<file path="config.mk">
export PLATFORM = sky130hd
export DESIGN_NAME = irq_dest_resolver
export DESIGN_NICKNAME = d
export VERILOG_FILES = /design/src/rtl/irq_dest_pkg.sv /design/src/rtl/irq_agent_cfg.sv /design/src/rtl/irq_dest_match.sv /design/src/rtl/irq_low_pick.sv /design/src/rtl/irq_dest_resolver.sv
export SDC_FILE = /design/constraint.sdc
export NUM_CORES = 1
export LEC_CHECK = 0
export BUFFER_PORTS_ARGS = -buffer_cell sky130_fd_sc_hd__buf_2
export CAP_MARGIN = 40
export CELL_PAD_IN_SITES_DETAIL_PLACEMENT = 1
export CELL_PAD_IN_SITES_GLOBAL_PLACEMENT = 1
export CORE_ASPECT_RATIO = 1.75
export CORE_UTILIZATION = 38
export CTS_CLUSTER_SIZE = 12
export DETAILED_ROUTE_END_ITERATION = 7
export HOLD_SLACK_MARGIN = 0.12
export PLACE_DENSITY = 0.72
export REMOVE_ABC_BUFFERS = 1
export SYNTH_ARGS = -nofsm -noshare
export SYNTH_HDL_FRONTEND = slang
export SYNTH_SLANG_ARGS = --single-unit
export TNS_END_PERCENT = 1
</file>
<file path="constraint.sdc">
create_clock -name clk -period 3.35 [get_ports clk]
set_input_delay 0.1675 -clock clk [delete_from_list [all_inputs] [get_ports clk]]
set_output_delay 0.1675 -clock clk [all_outputs]
set_load 0.02 [all_outputs]
</file>
<file path="src/rtl/irq_dest_pkg.sv">
package irq_dest_pkg;
   typedef enum logic [1:0] {
      SH_FIELD  = 2'd0,
      SH_SELF   = 2'd1,
      SH_ALL    = 2'd2,
      SH_OTHERS = 2'd3
   } shorthand_e;

   localparam int          MODEL_W       = 4;
   localparam logic [3:0]  MODEL_FLAT    = 4'hF;
   localparam logic [3:0]  MODEL_CLUSTER = 4'h0;
endpackage

</file>
<file path="src/rtl/irq_agent_cfg.sv">
module irq_agent_cfg
   import irq_dest_pkg::*;
#(
   parameter int N_AGENTS = 8,
   parameter int ID_W     = 8,
   localparam int IDX_W   = (N_AGENTS > 1) ? $clog2(N_AGENTS) : 1
) (
   input  logic                        clk,
   input  logic                        rst_n,
   input  logic                        cfg_we,
   input  logic [IDX_W-1:0]            cfg_idx,
   input  logic [ID_W-1:0]             cfg_log_id,
   input  logic [MODEL_W-1:0]          cfg_model,
   output logic [N_AGENTS*ID_W-1:0]    log_ids,
   output logic [N_AGENTS*MODEL_W-1:0] models
);
   for (genvar g = 0; g < N_AGENTS; g++) begin : g_agent
      logic hit;
      assign hit = cfg_we && (cfg_idx == IDX_W'(g));
      always_ff @(posedge clk or negedge rst_n) begin
         if (!rst_n) begin
            log_ids[g*ID_W +: ID_W]       <= '0;
            models[g*MODEL_W +: MODEL_W]  <= MODEL_FLAT;
         end else if (hit) begin
            log_ids[g*ID_W +: ID_W]       <= cfg_log_id;
            models[g*MODEL_W +: MODEL_W]  <= cfg_model;
         end
      end
   end

   // configuration only moves on a write strobe
   a_r11_cfg_hold: assert property (@(posedge clk) disable iff (!rst_n)
      !cfg_we |=> ($stable(log_ids) && $stable(models)));
endmodule

</file>
<file path="src/rtl/irq_dest_match.sv">
module irq_dest_match
   import irq_dest_pkg::*;
#(
   parameter int N_AGENTS = 8,
   parameter int ID_W     = 8,
   localparam int IDX_W   = (N_AGENTS > 1) ? $clog2(N_AGENTS) : 1,
   localparam int HALF    = ID_W / 2
) (
   input  logic [ID_W-1:0]             dest,
   input  logic                        logical,
   input  logic [1:0]                  shorthand,
   input  logic [IDX_W-1:0]            sender,
   input  logic [N_AGENTS-1:0]         present,
   input  logic [N_AGENTS*ID_W-1:0]    phys_ids,
   input  logic [N_AGENTS*ID_W-1:0]    log_ids,
   input  logic [N_AGENTS*MODEL_W-1:0] models,
   output logic [N_AGENTS-1:0]         mask
);
   shorthand_e sh;
   logic       bcast;

   assign sh    = shorthand_e'(shorthand);
   assign bcast = &dest;

   for (genvar g = 0; g < N_AGENTS; g++) begin : g_agent
      logic [ID_W-1:0]    lid;
      logic [MODEL_W-1:0] mdl;
      logic phys_hit, flat_hit, clus_hit, log_hit, field_hit, is_self, hit;

      assign lid      = log_ids[g*ID_W +: ID_W];
      assign mdl      = models[g*MODEL_W +: MODEL_W];
      assign phys_hit = bcast || (phys_ids[g*ID_W +: ID_W] == dest);
      assign flat_hit = |(dest & lid);
      assign clus_hit = (dest[ID_W-1:HALF] == lid[ID_W-1:HALF]) &&
                        (|(dest[HALF-1:0] & lid[HALF-1:0]));
      assign is_self  = (sender == IDX_W'(g));

      always_comb begin
         unique case (mdl)
            MODEL_FLAT:    log_hit = flat_hit;
            MODEL_CLUSTER: log_hit = clus_hit;
            default:       log_hit = 1'b0;
         endcase
         field_hit = logical ? log_hit : phys_hit;
         unique case (sh)
            SH_FIELD:  hit = field_hit;
            SH_SELF:   hit = is_self;
            SH_ALL:    hit = 1'b1;
            SH_OTHERS: hit = !is_self;
            default:   hit = 1'b0;
         endcase
      end

      assign mask[g] = present[g] && hit;
   end
endmodule

</file>
<file path="src/rtl/irq_low_pick.sv">
module irq_low_pick #(
   parameter int N_AGENTS   = 8,
   parameter int PICK_STYLE = 0   // 0: carry isolate, 1: explicit scan chain
) (
   input  logic [N_AGENTS-1:0] mask,
   output logic [N_AGENTS-1:0] pick
);
   if (PICK_STYLE == 0) begin : g_isolate
      assign pick = mask & (~mask + N_AGENTS'(1));
   end else begin : g_scan
      logic [N_AGENTS:0] seen;
      assign seen[0] = 1'b0;
      for (genvar g = 0; g < N_AGENTS; g++) begin : g_bit
         assign pick[g]   = mask[g] && !seen[g];
         assign seen[g+1] = seen[g] || mask[g];
      end
   end

   // at most one agent chosen, and only from the mask
   always_comb begin
      a_r10_pick_onehot: assert ($onehot0(pick) && ((pick & ~mask) == '0));
   end
endmodule

</file>
<file path="src/rtl/irq_dest_resolver.sv">
module irq_dest_resolver
   import irq_dest_pkg::*;
#(
   parameter int N_AGENTS   = 8,
   parameter int ID_W       = 8,
   parameter int PICK_STYLE = 0,
   localparam int IDX_W     = (N_AGENTS > 1) ? $clog2(N_AGENTS) : 1
) (
   input  logic                        clk,
   input  logic                        rst_n,
   input  logic                        cfg_we,
   input  logic [IDX_W-1:0]            cfg_idx,
   input  logic [ID_W-1:0]             cfg_log_id,
   input  logic [MODEL_W-1:0]          cfg_model,
   input  logic [N_AGENTS-1:0]         agent_present,
   input  logic [N_AGENTS*ID_W-1:0]    agent_phys_id,
   input  logic                        req_valid,
   input  logic [ID_W-1:0]             req_dest,
   input  logic                        req_logical,
   input  logic [1:0]                  req_shorthand,
   input  logic [IDX_W-1:0]            req_sender,
   input  logic                        req_lowpri,
   output logic                        out_valid,
   output logic [N_AGENTS-1:0]         out_mask,
   output logic [N_AGENTS-1:0]         out_pick
);
   initial begin
      a_param_agents: assert (N_AGENTS >= 1 && N_AGENTS <= 256)
         else $error("N_AGENTS out of range");
      a_param_idw: assert (ID_W >= 2 && ID_W % 2 == 0)
         else $error("ID_W must be even and at least 2");
      a_param_style: assert (PICK_STYLE == 0 || PICK_STYLE == 1)
         else $error("PICK_STYLE must be 0 or 1");
   end

   logic [N_AGENTS*ID_W-1:0]    log_ids;
   logic [N_AGENTS*MODEL_W-1:0] models;
   logic [N_AGENTS-1:0]         mask_c, pick_c;

   irq_agent_cfg #(.N_AGENTS(N_AGENTS), .ID_W(ID_W)) u_cfg (
      .clk(clk), .rst_n(rst_n), .cfg_we(cfg_we), .cfg_idx(cfg_idx),
      .cfg_log_id(cfg_log_id), .cfg_model(cfg_model),
      .log_ids(log_ids), .models(models));

   irq_dest_match #(.N_AGENTS(N_AGENTS), .ID_W(ID_W)) u_match (
      .dest(req_dest), .logical(req_logical), .shorthand(req_shorthand),
      .sender(req_sender), .present(agent_present), .phys_ids(agent_phys_id),
      .log_ids(log_ids), .models(models), .mask(mask_c));

   irq_low_pick #(.N_AGENTS(N_AGENTS), .PICK_STYLE(PICK_STYLE)) u_pick (
      .mask(mask_c), .pick(pick_c));

   always_ff @(posedge clk or negedge rst_n) begin
      if (!rst_n) begin
         out_valid <= 1'b0;
         out_mask  <= '0;
         out_pick  <= '0;
      end else begin
         out_valid <= req_valid;
         if (req_valid) begin
            out_mask <= mask_c;
            out_pick <= req_lowpri ? pick_c : '0;
         end
      end
   end

   // result strobe follows the request strobe by one cycle
   a_r12_valid_follows: assert property (@(posedge clk) disable iff (!rst_n)
      req_valid |=> out_valid);
   a_r12_valid_idle: assert property (@(posedge clk) disable iff (!rst_n)
      !req_valid |=> (!out_valid && $stable(out_mask) && $stable(out_pick)));
   // absent agents never appear
   a_r9_absent: assert property (@(posedge clk) disable iff (!rst_n)
      req_valid |=> ((out_mask & ~$past(agent_present)) == '0));
   // self shorthand selects at most one agent
   a_r1_self_single: assert property (@(posedge clk) disable iff (!rst_n)
      (req_valid && req_shorthand == 2'd1) |=> ($countones(out_mask) <= 1));
   // a pick exists exactly when the mask is non-empty
   a_r10_pick_present: assert property (@(posedge clk) disable iff (!rst_n)
      (req_valid && req_lowpri) |=> ((out_pick != '0) == (out_mask != '0)));
   a_r10_pick_lowest: assert property (@(posedge clk) disable iff (!rst_n)
      (out_pick != '0) |-> (((out_pick & out_mask) != '0) &&
                            (((out_pick - 1'b1) & out_mask) == '0)));
   a_r10_no_pick: assert property (@(posedge clk) disable iff (!rst_n)
      (req_valid && !req_lowpri) |=> (out_pick == '0));
endmodule

</file>
==> key figures, run 1 <==
Outcome
  – Outcome: completed

Min path
  – WHS Path Cells: 2
  – HP Class: input pin to flop
  – Hold Startpoint: cfg_log_id[5]
  – Worst hold endpoint: u_cfg.log_ids[45]$_DFFE_PN0P_

Setup path
  – Register-to-Register Path Depth: 9
  – WP data arrival: around 3.2 ns
  – Reg-to-reg slack, setup: roughly 0.48 ns
  – Max FO, Critical Path: 3
  – CP cell instances: ha_1, nor4_1, nand3_1, a211oi_1, a2111oi_0, buf_4, or4_4, or3_1, o32ai_2
  – Cell family with most CP delay: simple AND/OR/NAND/NOR gates
  – CP Class: flop to flop
  – Worst Setup SP: u_cfg.log_ids[29]$_DFFE_PN0P_
  – Buffer and inverter count on the worst path: 1
  – Startpoint types: flop
  – Worst path max stage delay: between 0.5 and 0.6 ns
  – R2r startpoint: u_cfg.log_ids[29]$_DFFE_PN0P_
  – CP required: 3.67 ns
  – RR Endpoint: out_pick[7]$_DFFE_PN0P_
  – Setup crit end kind: flop
  – Crit-path slowest cell: or4_4

Yosys
  – Gate Count Post-Synth: 516
  – Mux contribution to synthesized area: 17.92%
  – Average size of a mapped cell: 12.29 sq um
  – Seq cells post-synth: 113
  – Cell Area, Synth: between 6000 and 7000 sq um
  – Synth Area in Simple Gates: roughly 9.0%
  – Post-synthesis xor/xnor area fraction: around 9.7%
  – Synth Area in Adders: around 6.3%
  – Unique masters post-synth: 50
  – Yosys synthesis warning count: 0
  – Number of synthesized flops with an enable pin: 0
  – Post-synthesis sequential area ratio: a little under half
  – Main combinational cell family by area after synthesis: multiplexers
  – Async SR Flop Fraction: 100.0%
  – Complex-gate fraction of the synthesized area: around 8.3%
  – Most used DFF post-synth: dfrtp_1

Placed design
  – Placed Cells: roughly 850
  – DP Worst Slack: around 0.5 ns
  – Routability cong.: roughly 0.83
  – IO buf count: ~120
  – Dpl cell area: 7174 sq um
  – Dpl hpwl: roughly 14000 um

Clocking
  – CTS buffer count: 17
  – CTS H-tree lvls: 4
  – Clock Sinks: 113
  – CTS Buffer Depth: 2
  – Post-CTS Hold Fix Bufs: 3
  – Clock transition at path regs: ~0.05 ns
  – Setup bufs post-CTS: 0
  – Post-CTS Resized: 0
  – Clock root buffer: clkbuf_16
  – CTS tree: yes
  – Clk_lat worst skew: 0.42 ns

Floorplanning
  – Die H: about 170 um
  – # rows: 62
  – Ports: ~120
  – Die ar.: ~17000 sq um
  – Starting Density: just under 40%
  – Die W: about 100 um
  – Core ar.: approximately 16000 sq um

Routing
  – Vias per cell: around 5.4
  – Via count: approximately 4800
  – DRC viols: 0
  – Total wire length: between 15000 and 20000 um
  – Drt wl/cell: around 21 um
  – Drt initial violations: ~110
  – First drt pass iteration count: 3
  – Antenna Nets Post-Route: 0

Timing
  – Post-layout min period: between 2 and 3 ns
  – Final Setup Violations: 0
  – Final critical-path share of the clock period: about 86%
  – Final Hold Fails: 0
  – Slew @ Worst Pin: 0.8513 ns
  – Setup_tns: 0 ns
  – Hold slack: 0.1530 ns
  – Unrepaired setup endpoints after global routing: false
  – PnR worst setup slack: 0.4821 ns
  – Rel. slew slack: about 43%
  – Final Slew Violations: 0
  – Clock Skew: ~0.011 ns
  – Fmax: 348.7 MHz

GRT
  – Largest net degree at the start of global routing: 114
  – Global-route wire length before repair: about 30000 um
  – GRT Residual Overflow: 0
  – Vias in the first global route: between 5000 and 6000
  – GR Util All Layers: 23.70%
  – Initial antenna violation count: 0

Final layout
  – Most common cell after layout, fill and taps aside: buf_2
  – Post-layout util: 47.45%
  – Share of layout cells above drive strength 1: between 40% and 50%
  – Antenna cells: 0
  – Commonest cells after routing, fill and taps aside: buf_2 (121), mux2_2 (100), dfrtp_1 (81), xor2_1 (65)
  – Area Overhead vs Synth: 22.52%
  – Final layout net count: 785
  – Fin area: 7767 sq um
  – Fin cells: slightly below 900

Run
  – Max Cap Viol: 0

Power
  – Total power: 4.442 mW
  – Power per cell area: 571.9 nW/um^2
  – Worst VDD drop: 251.2 uV
  – P_leak: approximately 3.4 nW
[worst max path at each step]
stage               slack (ns)  depth (start not counted)                      end
CTS                       0.49                          9  out_pick[7]$_DFFE_PN0P_
finish                    0.48                          9  out_pick[7]$_DFFE_PN0P_
floorplan                 0.90                          8  out_pick[7]$_DFFE_PN0P_
detailed placement        0.50                         10  out_pick[7]$_DFFE_PN0P_
global placement          0.56                         10  out_pick[7]$_DFFE_PN0P_
global route              0.28                          9  out_pick[7]$_DFFE_PN0P_
[power breakdown]
part           switching (mW)  total [mW]  internal (mW)
clock                   0.601        1.71           1.11
sequential              0.185        1.89           1.70
combinational           0.414       0.841          0.427
[state kept, by name, summed over array words and instances, names as in the netlist]
signal and cells:
u_cfg.log_ids 64, u_cfg.models 32, out_mask 8, out_pick 8
out_valid 1
[cells by family after synthesis]
logic type	count (synthesis)
flops	113
compound gates	68
fa+ha+maj	32
xor+xnor	70
buf+inv	41
mux	101
simple gates	91
[cell usage after synthesis, drive strengths merged (9+ instances only)]
| master | n | area, sq um |
|---|---|---|
| a211oi | 10 | 80.07 |
| a21oi | 10 | 50.05 |
| a22oi | 16 | 158.9 |
| buf | 18 | 141.4 |
| dfrtp | 81 | 2027 |
| dfstp | 32 | 840.8 |
| ha | 32 | 400.4 |
| inv | 17 | 63.81 |
| mux2 | 100 | 1126 |
| nand2 | 9 | 33.78 |
| nor4 | 26 | 162.7 |
| o21ai | 10 | 50.04 |
| or4 | 12 | 93.84 |
| xor2 | 65 | 569.3 |
[layer usage]
layer  wire, um  global-route usage, %  up-vias
li1           -                      -     2186
met1       6383                  22.46     2420
met2      11390                  47.08      129
met3        607                  4.608       41
met4        628                  10.97        0
met5          0                      0        -
[area by class of cell]
cell class,instances,area [sq um]
Fill cell,1784,8601
Tap cell,224,280.3
Clock buffer,27,513.0
Multi-Input combinational cell,362,3254
Sequential cell,113,2868
Inverter,17,63.81
Clock inverter,5,50.05
Timing Repair Buffer,136,738.2
Note: power is estimated with default switching activity, not from simulation.
==> run 2, diff against run 1 <==
- CORE_UTILIZATION: 38 -> 45
- PLACE_DENSITY: 0.72 -> 0.83
==> key figures, run 2 (synthesis gave the netlist of run 1 again) <==
Floorplanning
  – Die ar.: 14590 sq um
  – Starting Density: 45.82%
  – # rows: 57
  – Core ar.: 13840 sq um
  – Die W: a little over 90 um
  – Ports: ~120
  – Die H: around 160 um

Timing
  – Fmax: roughly 330 MHz
  – PnR worst setup slack: ~0.30 ns
  – Final Hold Fails: 0
  – Slew @ Worst Pin: 0.9435 ns
  – Rel. slew slack: between 30 and 40%
  – Setup_tns: 0 ns
  – Final Slew Violations: 0
  – Clock Skew: 0.005845 ns
  – Hold slack: 0.1598 ns
  – Final critical-path share of the clock period: 91.00%
  – Final Setup Violations: 0
  – Post-layout min period: just over 3 ns
  – Unrepaired setup endpoints after global routing: false

GRT
  – Initial antenna violation count: 0
  – Largest net degree at the start of global routing: 70
  – Vias in the first global route: ~5600
  – GRT Residual Overflow: 0
  – GR Util All Layers: between 20% and 30%
  – Global-route wire length before repair: roughly 31000 um

Setup path
  – CP required: about 3.6 ns
  – Startpoint types: flop
  – CP dominant cell by count: a211oi_1
  – Setup crit end kind: flop
  – Buffer and inverter count on the worst path: 0
  – CP cell instances: ha_1, or4_1, a211oi_1, a211oi_1, a2111oi_0, or4_4, or3_1, o32ai_2
  – Worst path max stage delay: ~0.73 ns
  – Max FO, Critical Path: 3
  – Cell family with most CP delay: compound AO/OA/AOI/OAI gates
  – CP Class: flop to flop
  – WP data arrival: approximately 3.3 ns
  – Crit-path slowest cell: a2111oi_0

Final layout
  – Final layout net count: roughly 800
  – Post-layout util: 56.01%
  – Most flop-heavy register: u_cfg.log_ids
  – Most common cell after layout, fill and taps aside: buf_2
  – Commonest cells after routing, fill and taps aside: buf_2 (121), mux2_2 (100), dfrtp_1 (81), xor2_1 (65)
  – Largest registers: u_cfg.log_ids x64, u_cfg.models x32
  – Area Overhead vs Synth: 22.24%
  – Antenna cells: 0
  – Share of layout cells above drive strength 1: between 40% and 50%
  – Max FFs per register: between 60 and 70

Placed design
  – Routability cong.: 0.8643
  – IO buf count: 122
  – DP Worst Slack: 0.3649 ns
  – Dpl hpwl: approximately 14000 um

Power
  – Power per cell area: roughly 580 nW/um^2
  – Worst VDD drop: roughly 330 uV
  – Total power: between 4 and 5 mW
  – P_leak: 3.443 nW

Outcome
  – Outcome: completed

Clocking
  – CTS buffer count: 17
  – CTS Buffer Depth: 2
  – CTS tree: yes
  – Clock Sinks: approximately 110
  – Clk_lat worst skew: approximately 0.41 ns
  – Clock transition at path regs: 0.06 ns
  – Post-CTS Resized: 0
  – CTS H-tree lvls: 4
  – Clock root buffer: clkbuf_16

Routing
  – First drt pass iteration count: 4
  – Antenna Nets Post-Route: 0
  – Via count: a little under 5000
  – DRC viols: 0
  – Drt initial violations: around 270
  – Vias per cell: 5.838
  – Drt wl/cell: roughly 24 um
  – Total wire length: about 20000 um

Min path
  – HP Class: input pin to flop

Run
  – Max Cap Viol: 0
-- run 2: cell types whose count changed in the layout (fill, tap and decap cells not counted), sizes merged --
cell / delta
buf: +1
bufinv: -1
clkbuf: -8
clkinvlp: +6
dlygate4sd3: +1
inv: +3
-- run 2: report_power, final --
group          internal (mW)  total (mW)  switching (mW)
sequential              1.70        1.91           0.202
clock                   1.02        1.71           0.698
combinational          0.437       0.877           0.440
total                   3.16        4.50            1.34
-- run 2: cell type report --
type / count / area, sq um
fill: 1493 / 6086
multi-input combinational: 362 / 3254
sequential: 113 / 2868
timing repair buffer: 138 / 775.7
clock buffer: 19 / 464.2
tap: 177 / 221.5
clock inverter: 13 / 102.6
inverter: 17 / 63.81
-- run 2: timing repair --
item,CTS,global route
setup endpoints to repair,0,0
hold buffers,4,0
setup buffers,0,0
hold endpoints to repair,116,0
-- run 2: metal layers --
metal	up-vias	wire length, um	GRT usage (%)
li1	2195	-	-
met1	2454	7022	29.40
met2	179	11090	52.32
met3	70	854	6.543
met4	0	1015	18.11
met5	-	0	0
-- run 2: final timing paths --
| check | start | endpoint | slack, ns | cells after the start |
|---|---|---|---|---|
| min | cfg_log_id[3] | u_cfg.log_ids[59]$_DFFE_PN0P_ | 0.16 | 2 |
| min in group asynchronous | rst_n | out_mask[7]$_DFFE_PN0P_ | 0.30 | 3 |
| max reg2reg | u_cfg.log_ids[30]$_DFFE_PN0P_ | out_pick[7]$_DFFE_PN0P_ | 0.30 | 8 |
| max | u_cfg.log_ids[30]$_DFFE_PN0P_ | out_pick[7]$_DFFE_PN0P_ | 0.30 | 8 |
| min reg2reg | u_cfg.log_ids[4]$_DFFE_PN0P_ | u_cfg.log_ids[4]$_DFFE_PN0P_ | 0.51 | 1 |
| max in group asynchronous | rst_n | out_pick[7]$_DFFE_PN0P_ | 2.52 | 3 |
-- run 2: metrics by stage --
stage                     instances  instance area [sq um]
after floorplan                 492                   6176
after global placement          801                   7108
after detailed placement        802                   7136
after CTS                       838                   7742
after global routing            839                   7750
final                           839                   7750
